[src/rtl/cls_sched_pkg.sv]
package cls_sched_pkg;

   typedef enum logic {
      LINK_FREE = 1'b0,
      LINK_HELD = 1'b1
   } link_state_e;

   function automatic int unsigned idx_bits(input int unsigned n);
      return (n < 2) ? 1 : $clog2(n);
   endfunction

endpackage

[src/rtl/cls_prio_pick.sv]
module cls_prio_pick #(
   parameter int unsigned N  = 4,
   parameter int unsigned CW = 2
) (
   input  logic [N-1:0]  req,
   output logic          found,
   output logic [CW-1:0] idx
);

   always_comb begin
      found = 1'b0;
      idx   = '0;
      for (int i = N - 1; i >= 0; i--) begin
         if (req[i]) begin
            found = 1'b1;
            idx   = CW'(i);
         end
      end
   end

endmodule

[src/rtl/cls_rr_pick.sv]
module cls_rr_pick #(
   parameter int unsigned N  = 4,
   parameter int unsigned CW = 2
) (
   input  logic [N-1:0]  req,
   input  logic [CW-1:0] base,
   output logic          found,
   output logic [CW-1:0] idx
);

   always_comb begin
      found = 1'b0;
      idx   = base;
      for (int k = N; k >= 1; k--) begin
         if (req[(int'(base) + k) % N]) begin
            found = 1'b1;
            idx   = CW'((int'(base) + k) % N);
         end
      end
   end

endmodule

[src/rtl/cls_wrr_credit.sv]
module cls_wrr_credit #(
   parameter int unsigned N  = 4,
   parameter int unsigned WW = 4,
   parameter int unsigned CW = 2
) (
   input  logic          clk,
   input  logic          rst_n,
   input  logic          advance,
   input  logic [N-1:0]  elig,
   input  logic [WW-1:0] wts [N],
   output logic          pick_any,
   output logic [CW-1:0] pick_idx
);

   logic [CW-1:0] ptr_q;
   logic [WW-1:0] used_q;
   logic          stay;
   logic          nxt_found;
   logic [CW-1:0] nxt_idx;

   cls_rr_pick #(.N(N), .CW(CW)) u_scan (
      .req   (elig),
      .base  (ptr_q),
      .found (nxt_found),
      .idx   (nxt_idx)
   );

   assign stay     = elig[ptr_q] && (used_q < wts[ptr_q]);
   assign pick_any = stay || nxt_found;
   assign pick_idx = stay ? ptr_q : nxt_idx;

   always_ff @(posedge clk) begin
      if (!rst_n) begin
         ptr_q  <= '0;
         used_q <= '0;
      end else if (advance) begin
         if (stay) begin
            used_q <= used_q + WW'(1);
         end else begin
            ptr_q  <= nxt_idx;
            used_q <= WW'(1);
         end
      end
   end

endmodule

[src/rtl/cls_sched.sv]
module cls_sched #(
   parameter int unsigned N  = 4,
   parameter int unsigned WW = 4,
   localparam int unsigned CW = cls_sched_pkg::idx_bits(N)
) (
   input  logic            clk,
   input  logic            rst_n,
   input  logic            wrr_mode,
   input  logic [N-1:0]    class_ready,
   input  logic [N*WW-1:0] class_weight,
   input  logic            pkt_done,
   output logic            grant_valid,
   output logic [CW-1:0]   grant_class
);
   import cls_sched_pkg::*;

   if (N < 2) begin : g_bad_n
      $error("cls_sched: N must be at least 2");
   end
   if (WW < 1) begin : g_bad_ww
      $error("cls_sched: WW must be at least 1");
   end

   logic [WW-1:0] wts [N];
   logic [N-1:0]  wt_live;

   for (genvar g = 0; g < N; g++) begin : g_unpack
      assign wts[g]     = class_weight[g*WW +: WW];
      assign wt_live[g] = |class_weight[g*WW +: WW];
   end

   link_state_e   state_q;
   logic          decide;
   logic [N-1:0]  elig;
   logic          any_elig;
   logic          p_found;
   logic [CW-1:0] p_idx;
   logic          r_found;
   logic [CW-1:0] r_idx;
   logic [CW-1:0] chosen;

   assign decide   = (state_q == LINK_FREE) || pkt_done;
   assign elig     = wrr_mode ? (class_ready & wt_live) : class_ready;
   assign any_elig = wrr_mode ? r_found : p_found;
   assign chosen   = wrr_mode ? r_idx : p_idx;

   cls_prio_pick #(.N(N), .CW(CW)) u_rank (
      .req   (class_ready),
      .found (p_found),
      .idx   (p_idx)
   );

   cls_wrr_credit #(.N(N), .WW(WW), .CW(CW)) u_rot (
      .clk      (clk),
      .rst_n    (rst_n),
      .advance  (decide && wrr_mode && r_found),
      .elig     (elig),
      .wts      (wts),
      .pick_any (r_found),
      .pick_idx (r_idx)
   );

   always_ff @(posedge clk) begin
      if (!rst_n) begin
         state_q     <= LINK_FREE;
         grant_valid <= 1'b0;
         grant_class <= '0;
      end else if (decide) begin
         if (any_elig) begin
            state_q     <= LINK_HELD;
            grant_valid <= 1'b1;
            grant_class <= chosen;
         end else begin
            state_q     <= LINK_FREE;
            grant_valid <= 1'b0;
         end
      end else begin
         grant_valid <= 1'b0;
      end
   end

endmodule

[config.mk]
export PLATFORM = sky130hd
export DESIGN_NAME = cls_sched
export DESIGN_NICKNAME = d
export VERILOG_FILES = /design/src/rtl/cls_sched_pkg.sv /design/src/rtl/cls_prio_pick.sv /design/src/rtl/cls_rr_pick.sv /design/src/rtl/cls_wrr_credit.sv /design/src/rtl/cls_sched.sv
export SDC_FILE = /design/constraint.sdc
export NUM_CORES = 1
export LEC_CHECK = 0
export BUFFER_PORTS_ARGS = -buffer_cell sky130_fd_sc_hd__buf_2
export CORE_MARGIN = 4
export CORE_UTILIZATION = 53
export CTS_BUF_LIST = sky130_fd_sc_hd__clkbuf_8
export DETAILED_ROUTE_END_ITERATION = 16
export PLACE_DENSITY_LB_ADDON = 0.3
export SLEW_MARGIN = 20
export SYNTH_ARGS = -nofsm -noshare
export SYNTH_HDL_FRONTEND = slang
export SYNTH_HIERARCHICAL = 1
export SYNTH_SLANG_ARGS = --single-unit
[constraint.sdc]
create_clock -name clk -period 3.35 [get_ports clk]
set_input_delay 0.5025 -clock clk [delete_from_list [all_inputs] [get_ports clk]]
set_output_delay 0.5025 -clock clk [all_outputs]
set_load 0.02 [all_outputs]
==> results.cfg <==
[run_status]
status = complete, no violations

[worst_setup_path]
regToRegSetupSlack_ns = 0.58
crit_arrival_ns = 2.95
cp_cell_sequence = mux4_1 -> inv_1 -> ha_1 -> a21oi_1 -> nand3_1 -> o21bai_4 -> or2b_1 -> and3_2 -> nand4_1 -> xnor2_1 -> nand2_1 -> nor2_1
reg2reg_from = u_rot/ptr_q[0]
worstSetupEndpointType = flop
cpPeakStageDelay_ns = 0.59
r2r_end = u_rot/used_q[3]
ff2ff_path_depth = 12
crit_fanout = 9
worstSetupPathType = flop to flop
critPathRequiredTime_ns = 3.52
startpoint_type = flop
crit_family = simple AND/OR/NAND/NOR gates
worst-path-buf-inv = 1
slowest_stage = mux4_1

[placement]
dp_hpwl_um = 1750
place_area_sq_mm = 0.00104
dpl_worst_slack_ns = 0.354
gp_congestion = 0.837
port_buffers = 26

[clock_tree]
htree_levels = 1
worstSkewPairLatency_ns = 0.24
cts-resized-gates = 0
cts-root-buf = clkbuf_8
clk_pin_slew_ns = 0.05
post_cts_buffers = 0
cts.sink_count = 10
cts_buffer_depth = 2
cts_inserted_buffers = 3
tritoncts = yes
cts_hold_repair.buffers = 0

[die]
die_area_sq_mm = 0.00244
num_rows = 14
initial_core_util_pct = 58.3
die_h_um = 49.4
io_pins = 27
fp.dieW_um = 49.4
core_sq_mm = 0.00156

[yosys]
syn_avg_cell_area_sq_um = 8.82
ys_seq_area_share_pct = 22.0
ys_types = 39
netlist_instances = 103
synthesis.area_sq_um = 908
ys_seq_elements = 10
ys.flop_type = dfxtp_1
synth_nets = 131
synth_edf_count = 0
async_flop_share_pct = 0
yosys_warnings = 6

[pwr]
leakagePower_nw = 0.480
p_per_area_mw_per_mm2 = 372
vdd_drop_max_mv = 0.363

[detailed_routing]
routedWlPerCell_um = 14.5
first_iter_violations = 17
drc = 0
drtAntennaViolNets = 0
via_count = 875
drt-pass1-iter-count = 5
routed_wl_um = 2130
detail_route.vias_per_cell = 5.95

[sta]
timing.fmax_ghz = 0.361
setup_viol = 0
rsz0062_at_grt = no
fin_tns_setup_ns = 0
period_minus_slack_ns = 2.77
drv_slew = 0
tightest_slew_ns = 0.586
period_share_pct = 82.8
hold_ws_ns = 0.476
fin_ws_ns = 0.578
hold_viol_final = 0
fin_skew_ns = 0.00520
slew_headroom_pct = 60.6

[job]
drv_cap = 0

[global_routing]
antenna_found_initial = 0
grt_pass1_vias = 876
overflow = 0
grt_pass1_wl_um = 3800
grt_max_degree = 15
grt_usage_pct = 20.1

[hold_path]
worst_hold_path_type = flop to flop
worst_hold_path.endpoint = grant_class[0]
min_delay_path_depth = 2
hp-start = grant_class[0]

[finish]
final_util_pct = 70.1
final_cell_mix = 26 x buf_2, 10 x dfxtp_1, 10 x inv_1
area.growth.synth_to_final_pct = 20.4
layout-drive-gt1-share_pct = 29.8
final_common_cell = buf_2
design_area_sq_mm = 0.00109
diodes = 0
final_nets = 160
tightest hold or removal path: stages, from the launching register on:
cell and delay, ns:
dfxtp_1 0.30, o21ai_0 0.07, a21boi_1 0.06
worst max path at each step:
stage | start | end | slack [ns] | cells after the start
finish | u_rot/ptr_q[0] | u_rot/used_q[3] | 0.58 | 12
global route | class_weight[13] | u_rot/used_q[2] | 0.36 | 11
CTS | u_rot/ptr_q[0] | u_rot/used_q[3] | 0.56 | 12
detailed placement | class_weight[13] | u_rot/used_q[2] | 0.35 | 11
global placement | class_weight[13] | u_rot/used_q[2] | 0.40 | 11
floorplan | class_weight[13] | u_rot/used_q[2] | 0.72 | 10
synth_stat cells (2+ instances only):
master	number	area, sq um
or3_1	2	12.5
nor3_1	2	10.0
a31oi_1	2	12.5
nor2_1	4	15.0
dfxtp_1	10	200
mux4_1	3	78.8
mux2i_1	7	70.1
nor3b_1	2	15.0
a21boi_1	2	15.0
nor2b_1	3	18.8
nand2_1	9	33.8
o21ai_0	4	20.0
nand3_1	2	10.0
ha_1	4	50.1
nor4_1	4	25.0
a21oi_1	3	15.0
a21boi_0	5	37.5
nand2b_1	3	18.8
buf_6	2	22.5
o22ai_1	2	12.5
inv_1	10	37.5
stage by stage:
| step | power [mW] | cells |
|---|---|---|
| 6_report | 0.407 | 147 |
| 3_5_place_dp | 0.259 | 143 |
| 5_1_grt | 0.437 | 147 |
| 2_1_floorplan | 0.224 | 103 |
| 3_3_place_gp | 0.254 | 143 |
| 4_1_cts | 0.411 | 147 |
power by group:
group | internal (mW) | leakage, nW | switching, mW | total (mW)
Sequential | 0.127 | 0.0821 | 0.0101 | 0.137
Clock | 0.103 | 0.0288 | 0.0470 | 0.150
Combinational | 0.0600 | 0.369 | 0.0594 | 0.119
Total | 0.290 | 0.480 | 0.117 | 0.407
per-layer routing:
metal / GRT usage [%] / up-vias / part of all wire (%)
met4: 5.53 / 0 / 0.33
met1: 23.2 / 409 / 41
li1: - / 438 / -
met5: 0 / - / 0
met3: 7.34 / 3 / 6.1
met2: 34.6 / 25 / 53
final cells by class:
type / count / area [sq um]
inverters: 10 / 37.5
flip-flops and latches: 10 / 200
fillers: 132 / 465
multi-input cells: 80 / 643
repair buffers: 27 / 138
well taps: 16 / 20.0
clock buffers: 4 / 55.1
cell families (layout without fill, tap and decap cells):
group                    Yosys count  after routing  synth area share [%]
flip-flops                        10             10                  22.0
AO/OA/AOI/OAI                     24             24                  19.3
adder cells (fa/ha/maj)            4              4                  5.51
multiplexers                      13             13                  21.6
buffers and inverters             13             41                  7.16
XOR/XNOR                           1              1                 0.964
AND/OR/NAND/NOR                   38             38                  23.4
registers in the layout, summed over array words and instances, names as in the netlist:
name          flops
state_q           1
u_rot/used_q      4
grant_class       2
grant_valid       1
u_rot/ptr_q       2
Note: power is estimated with default switching activity, not from simulation.
